## src/rtl/tt_sync_client.sv

```systemverilog
module tt_sync_client #(
  parameter int W = 32,
  parameter logic [15:0] PCF_ETYPE = 16'h891D,
  parameter logic [31:0] CT_MARKER = 32'hABADBABE,
  parameter int TC_MUL = 205,
  parameter int TC_SHIFT = 11,
  parameter int KP = 179,
  parameter int KI = 77,
  parameter int QF = 8
) (
  input  logic         clk,
  input  logic         rst_n,
  input  logic         frame_done,
  input  logic [47:0]  dst_addr,
  input  logic [15:0]  ethertype,
  input  logic [W-1:0] rx_stamp,
  input  logic [W-1:0] tc_value,
  input  logic [W-1:0] max_delay,
  input  logic [W-1:0] comp_delay,
  input  logic [W-1:0] precision,
  output logic         result_valid,
  output logic [1:0]   result_code,
  output logic [W-1:0] start_time
);
  localparam int PW = 2*W + 2;
  localparam logic signed [PW-1:0] KP_X = PW'(KP);
  localparam logic signed [PW-1:0] KI_X = PW'(KI);
  localparam logic signed [W:0] SMAX = {2'b00, {(W-1){1'b1}}};
  localparam logic signed [W:0] SMIN = {2'b11, {(W-1){1'b0}}};

  logic                seeded_q;
  logic signed [W-1:0] integ_q;

  logic          is_pcf, is_tt;
  logic [2*W-1:0] tc_prod;
  logic [W-1:0]  dyn, perm, offs;
  logic signed [W-1:0] err, prec_s, integ_nx, corr;
  logic signed [W:0]   isum;
  logic signed [PW-1:0] pi;
  logic          in_win;

  assign is_pcf = (ethertype == PCF_ETYPE);
  assign is_tt  = (dst_addr[47:16] == CT_MARKER);

  assign tc_prod = {{W{1'b0}}, tc_value} * (2*W)'(TC_MUL);
  assign dyn     = W'(tc_prod >> TC_SHIFT);
  assign perm    = rx_stamp + max_delay - dyn;
  assign offs    = (max_delay << 1) + comp_delay;

  assign err    = $signed(perm - (start_time + offs));
  assign prec_s = $signed(precision);
  assign in_win = (err >= -prec_s) && (err <= prec_s);

  assign isum = (W+1)'(err) + (W+1)'(integ_q);
  always_comb begin
    if (isum > SMAX)      integ_nx = SMAX[W-1:0];
    else if (isum < SMIN) integ_nx = SMIN[W-1:0];
    else                  integ_nx = isum[W-1:0];
  end

  assign pi   = KP_X * PW'(err) + KI_X * PW'(integ_nx);
  assign corr = W'(pi >>> QF);

  always_ff @(posedge clk or negedge rst_n) begin
    if (!rst_n) begin
      result_valid <= 1'b0;
      result_code  <= 2'd0;
      start_time   <= '0;
      seeded_q     <= 1'b0;
      integ_q      <= '0;
    end else begin
      result_valid <= frame_done;
      if (frame_done) begin
        if (!is_pcf) begin
          result_code <= is_tt ? 2'd2 : 2'd3;
        end else if (!seeded_q) begin
          start_time  <= perm - offs;
          seeded_q    <= 1'b1;
          integ_q     <= '0;
          result_code <= 2'd1;
        end else if (in_win) begin
          start_time  <= start_time + corr;
          integ_q     <= integ_nx;
          result_code <= 2'd1;
        end else begin
          start_time  <= '0;
          seeded_q    <= 1'b0;
          integ_q     <= '0;
          result_code <= 2'd0;
        end
      end
    end
  end
endmodule

```

## config.mk

```make
export PLATFORM = sky130hd
export DESIGN_NAME = tt_sync_client
export DESIGN_NICKNAME = d
export VERILOG_FILES = /design/src/rtl/tt_sync_client.sv
export SDC_FILE = /design/constraint.sdc
export NUM_CORES = 2
export LEC_CHECK = 0
export BUFFER_PORTS_ARGS = -buffer_cell sky130_fd_sc_hd__buf_4
export CAP_MARGIN = 10
export CORE_MARGIN = 2
export CORE_UTILIZATION = 56
export DETAILED_ROUTE_END_ITERATION = 10
export HOLD_SLACK_MARGIN = 0.12
export PLACE_DENSITY = 0.76
export SYNTH_ARGS = -nofsm -noshare
export SYNTH_HDL_FRONTEND = slang
export SYNTH_SLANG_ARGS = --single-unit
```

## constraint.sdc

```tcl
create_clock -name clk -period 40 [get_ports clk]
set_input_delay 2 -clock clk [delete_from_list [all_inputs] [get_ports clk]]
set_output_delay 2 -clock clk [all_outputs]
set_load 0.05 [all_outputs]
```

==> flow_summary_export.csv <==
group,metric,value,unit
clock_tree,cts_buffers,9,
place,gp_congestion,0.913,
clock_tree,clk_pin_slew,70,ps
floorplan,ios,262,
final_layout,antenna_cells,0,
grt,grt.total_usage,0.268,
routing,vias,23800,
timing,slew_violations,0,
yosys,synth_seq_area_share,0.0572,
critical_path,cp_common_cell,"a21oi_1",
flow_run,drv_cap,0,
critical_path,slowest_stage,"a21oi_1",
yosys,yosysWarnings,0,
yosys,synth-edff-count,0,
yosys,syn-num-nets,4601,
routing,drcViolationCount,0,
final_layout,fillCellCount,4599,
yosys,synthXorXnorAreaFrac,0.0868,
yosys,synthAdderAreaFrac,0.493,
worst_hold_path,hold_class,"flop to flop",
final_layout,nets,4860,
routing,postRouteAntennaNets,0,
clock_tree,h-tree-depth,3,
yosys,synth-simple-area-share,0.103,
place,portBuffers,245,
critical_path,critPathLaunchType,"input pin",
timing,max_freq,0.0419,GHz
timing,post-route-period-util,0.597,
routing,drt_iter0_drc,968,
routing,dr.pass1.iters,5,
timing,clock_skew,13.0,ps
critical_path,endpoint_kind,"flop",
timing,hold_viol_final,0,
clock_tree,cts-hold-fix-buffers,0,
timing,setup_viol,0,
routing,routed_via_density,5.44,
critical_path,crit_arrival,24160,ps
clock_tree,post_cts_buffers,0,
yosys,muxShareOfSynthArea,0.00265,
floorplan,initial_core_util,0.566,
critical_path,cp_top_family,"compound AO/OA/AOI/OAI gates",
floorplan,die_w,234,um
clock_tree,cts_resized,0,
grt,grt_pass1_wl,119000,um
grt,grt_max_degree,71,
yosys,synth_top_family_by_area,"adder cells",
final_layout,register_area,1700,um2
grt,grt_pass1_vias,25100,
timing,rsz0062_at_grt,"false",
timing,tightest_slew,1040,ps
critical_path,critPathMaxStageDelay,630,ps
yosys,netlist_area,29700,um2
clock_tree,cts.sinks,68,
grt,gr-total-overflow,0,
critical_path,path_buf_inv,6,
clock_tree,cts_buffer_depth,2,
yosys,async_flop_share,1.00,
timing,tns,0,ps
place,place_hpwl,61300,um
yosys,syn_inst,3422,
critical_path,startpoint,"tc_value[5]",
floorplan,row_count,84,
routing,wire_per_inst,15.9,um
critical_path,crit_fanout,18,
yosys,netlist_top_cells_area,"ha_1 25%, fa_1 24%, inv_1 9.1%, dfrtp_1 5.7%, xnor2_1 5.4%",
floorplan,core_area,52600,um2
yosys,synth.top_cell.area_share,0.251,
critical_path,r2r_start,"start_time[2]",
floorplan,die_y,234,um
yosys,synth_compound_area_frac,0.162,
clock_tree,cts_tree,"done",
floorplan,die-area,54900,um2
yosys,synth_cell_types,95,
yosys,ys_ff_latch,68,
worst_hold_path,hold_start,"integ_q[31]",
clock_tree,worstSkewPairLatency,380,ps
yosys,avgSynthCellArea,8.69,um2
yosys,yosysTopAreaCell,"ha_1",
final_layout,drive_gt1_frac,0.0958,
critical_path,critPathRequiredTime,40290,ps
yosys,ys.flop_type,"dfrtp_1",
final_layout,multi_input_area,25200,um2
outcome,outcome,"finished clean",
final_layout,area_delta_synth_final,10.6,%
timing,max_slew_margin,0.291,
clock_tree,root_buffer,"clkbuf_16",
timing,fin_crit,23870,ps
grt,antenna_found_initial,0,
critical_path,critical_path_class,"input pin to flop",
routing,drt_wl_total,69700,um
-- tightest hold or removal path, stage by stage, from the launching register on --
cell and delay, ps:
dfrtp_1 350, nand2_1 50, o31ai_1 50
-- flip-flops by register name, indices dropped and copies added (netlist names) --
name / flops
integ_q: 32
start_time: 32
result_code: 2
result_valid: 1
seeded_q: 1
-- Yosys cell counts, types with 7 or more instances --
cell type  count
inv_1        722
ha_1         597
fa_1         355
a21oi_1      196
nand2_1      191
xnor2_1      183
o21ai_0      145
nor2_1       136
a21o_1       111
xor2_1        99
dfrtp_1       68
nand3_1       45
nand2b_1      41
nor2b_1       39
o21a_1        39
nor3_1        38
nand4_1       34
clkbuf_1      29
o21bai_1      28
a211oi_1      21
a31oi_1       20
o211ai_1      18
o221ai_1      18
and3_1        17
or3_1         16
a21boi_0      13
o21ai_1       13
and2_1        10
a41oi_1        8
nor4_1         8
or2_2          8
a211o_1        7
o31ai_1        7
-- metrics by stage --
step	cell area, um2	hold slack (ps)	setup slack, ps	std cells	utilization
after floorplan	29700	455	18840	3422	-
after global placement	32600	467	15900	4357	0.620
after detailed placement	32600	477	15780	4357	0.620
after CTS	32900	492	16080	4372	0.625
after global routing	32900	521	14720	4373	0.626
final	32900	487	16130	4373	0.626
-- cell type report --
type	count	area share
inverter	723	0.0825
clock inverter	5	0.00160
tap	688	0.0262
multi-input combinational	2599	0.766
clock buffer	10	0.00727
sequential	68	0.0518
timing repair buffer	280	0.0645
-- cell usage in the layout, fill, tap and decap left out, types with 13 or more instances in the layout --
| master | n |
|---|---|
| xnor2_1 | 183 |
| xor2_1 | 99 |
| o221ai_1 | 18 |
| nor2_1 | 136 |
| a31oi_1 | 20 |
| fa_1 | 355 |
| o21ai_0 | 145 |
| nand4_1 | 34 |
| nand2_1 | 190 |
| a21o_1 | 111 |
| or3_1 | 16 |
| nor3_1 | 38 |
| ha_1 | 597 |
| nor2b_1 | 39 |
| o21a_1 | 39 |
| buf_4 | 279 |
| and3_1 | 17 |
| o21ai_1 | 13 |
| a21oi_1 | 196 |
| dfrtp_1 | 68 |
| nand2b_1 | 41 |
| a211oi_1 | 21 |
| inv_1 | 722 |
| o21bai_1 | 28 |
| a21boi_0 | 13 |
| nand3_1 | 45 |
| o211ai_1 | 18 |
-- layer usage --
metal	GRT usage	up-vias	part of all wire	wire [um]
met5	0	-	0	0
met4	0.0702	0	0.021	1450
met3	0.0320	84	0.047	3260
met2	0.467	418	0.48	33400
met1	0.353	11300	0.45	31600
li1	-	12000	-	-
-- final timing paths --
| kind | slack (ps) | to | cells past startpoint |
|---|---|---|---|
| max | 16130 | start_time[31] | 85 |
| min | 490 | integ_q[31] | 2 |
| max reg2reg | 23810 | start_time[31] | 60 |
| min reg2reg | 490 | integ_q[31] | 2 |
| max in group asynchronous | 37590 | result_code[1] | 1 |
| min in group asynchronous | 1770 | integ_q[31] | 1 |
-- logic make-up (layout without fill, tap and decap cells) --
family,Yosys count,in the layout
AO/OA/AOI/OAI,725,725
adder cells (fa/ha/maj),959,959
multiplexers,7,7
buffers and inverters,755,1018
AND/OR/NAND/NOR,621,621
XOR/XNOR,287,287
flip-flops,68,68
Power is not shown: default switching activity piles up to over one toggle a cycle in this logic, so the estimate is an artifact.
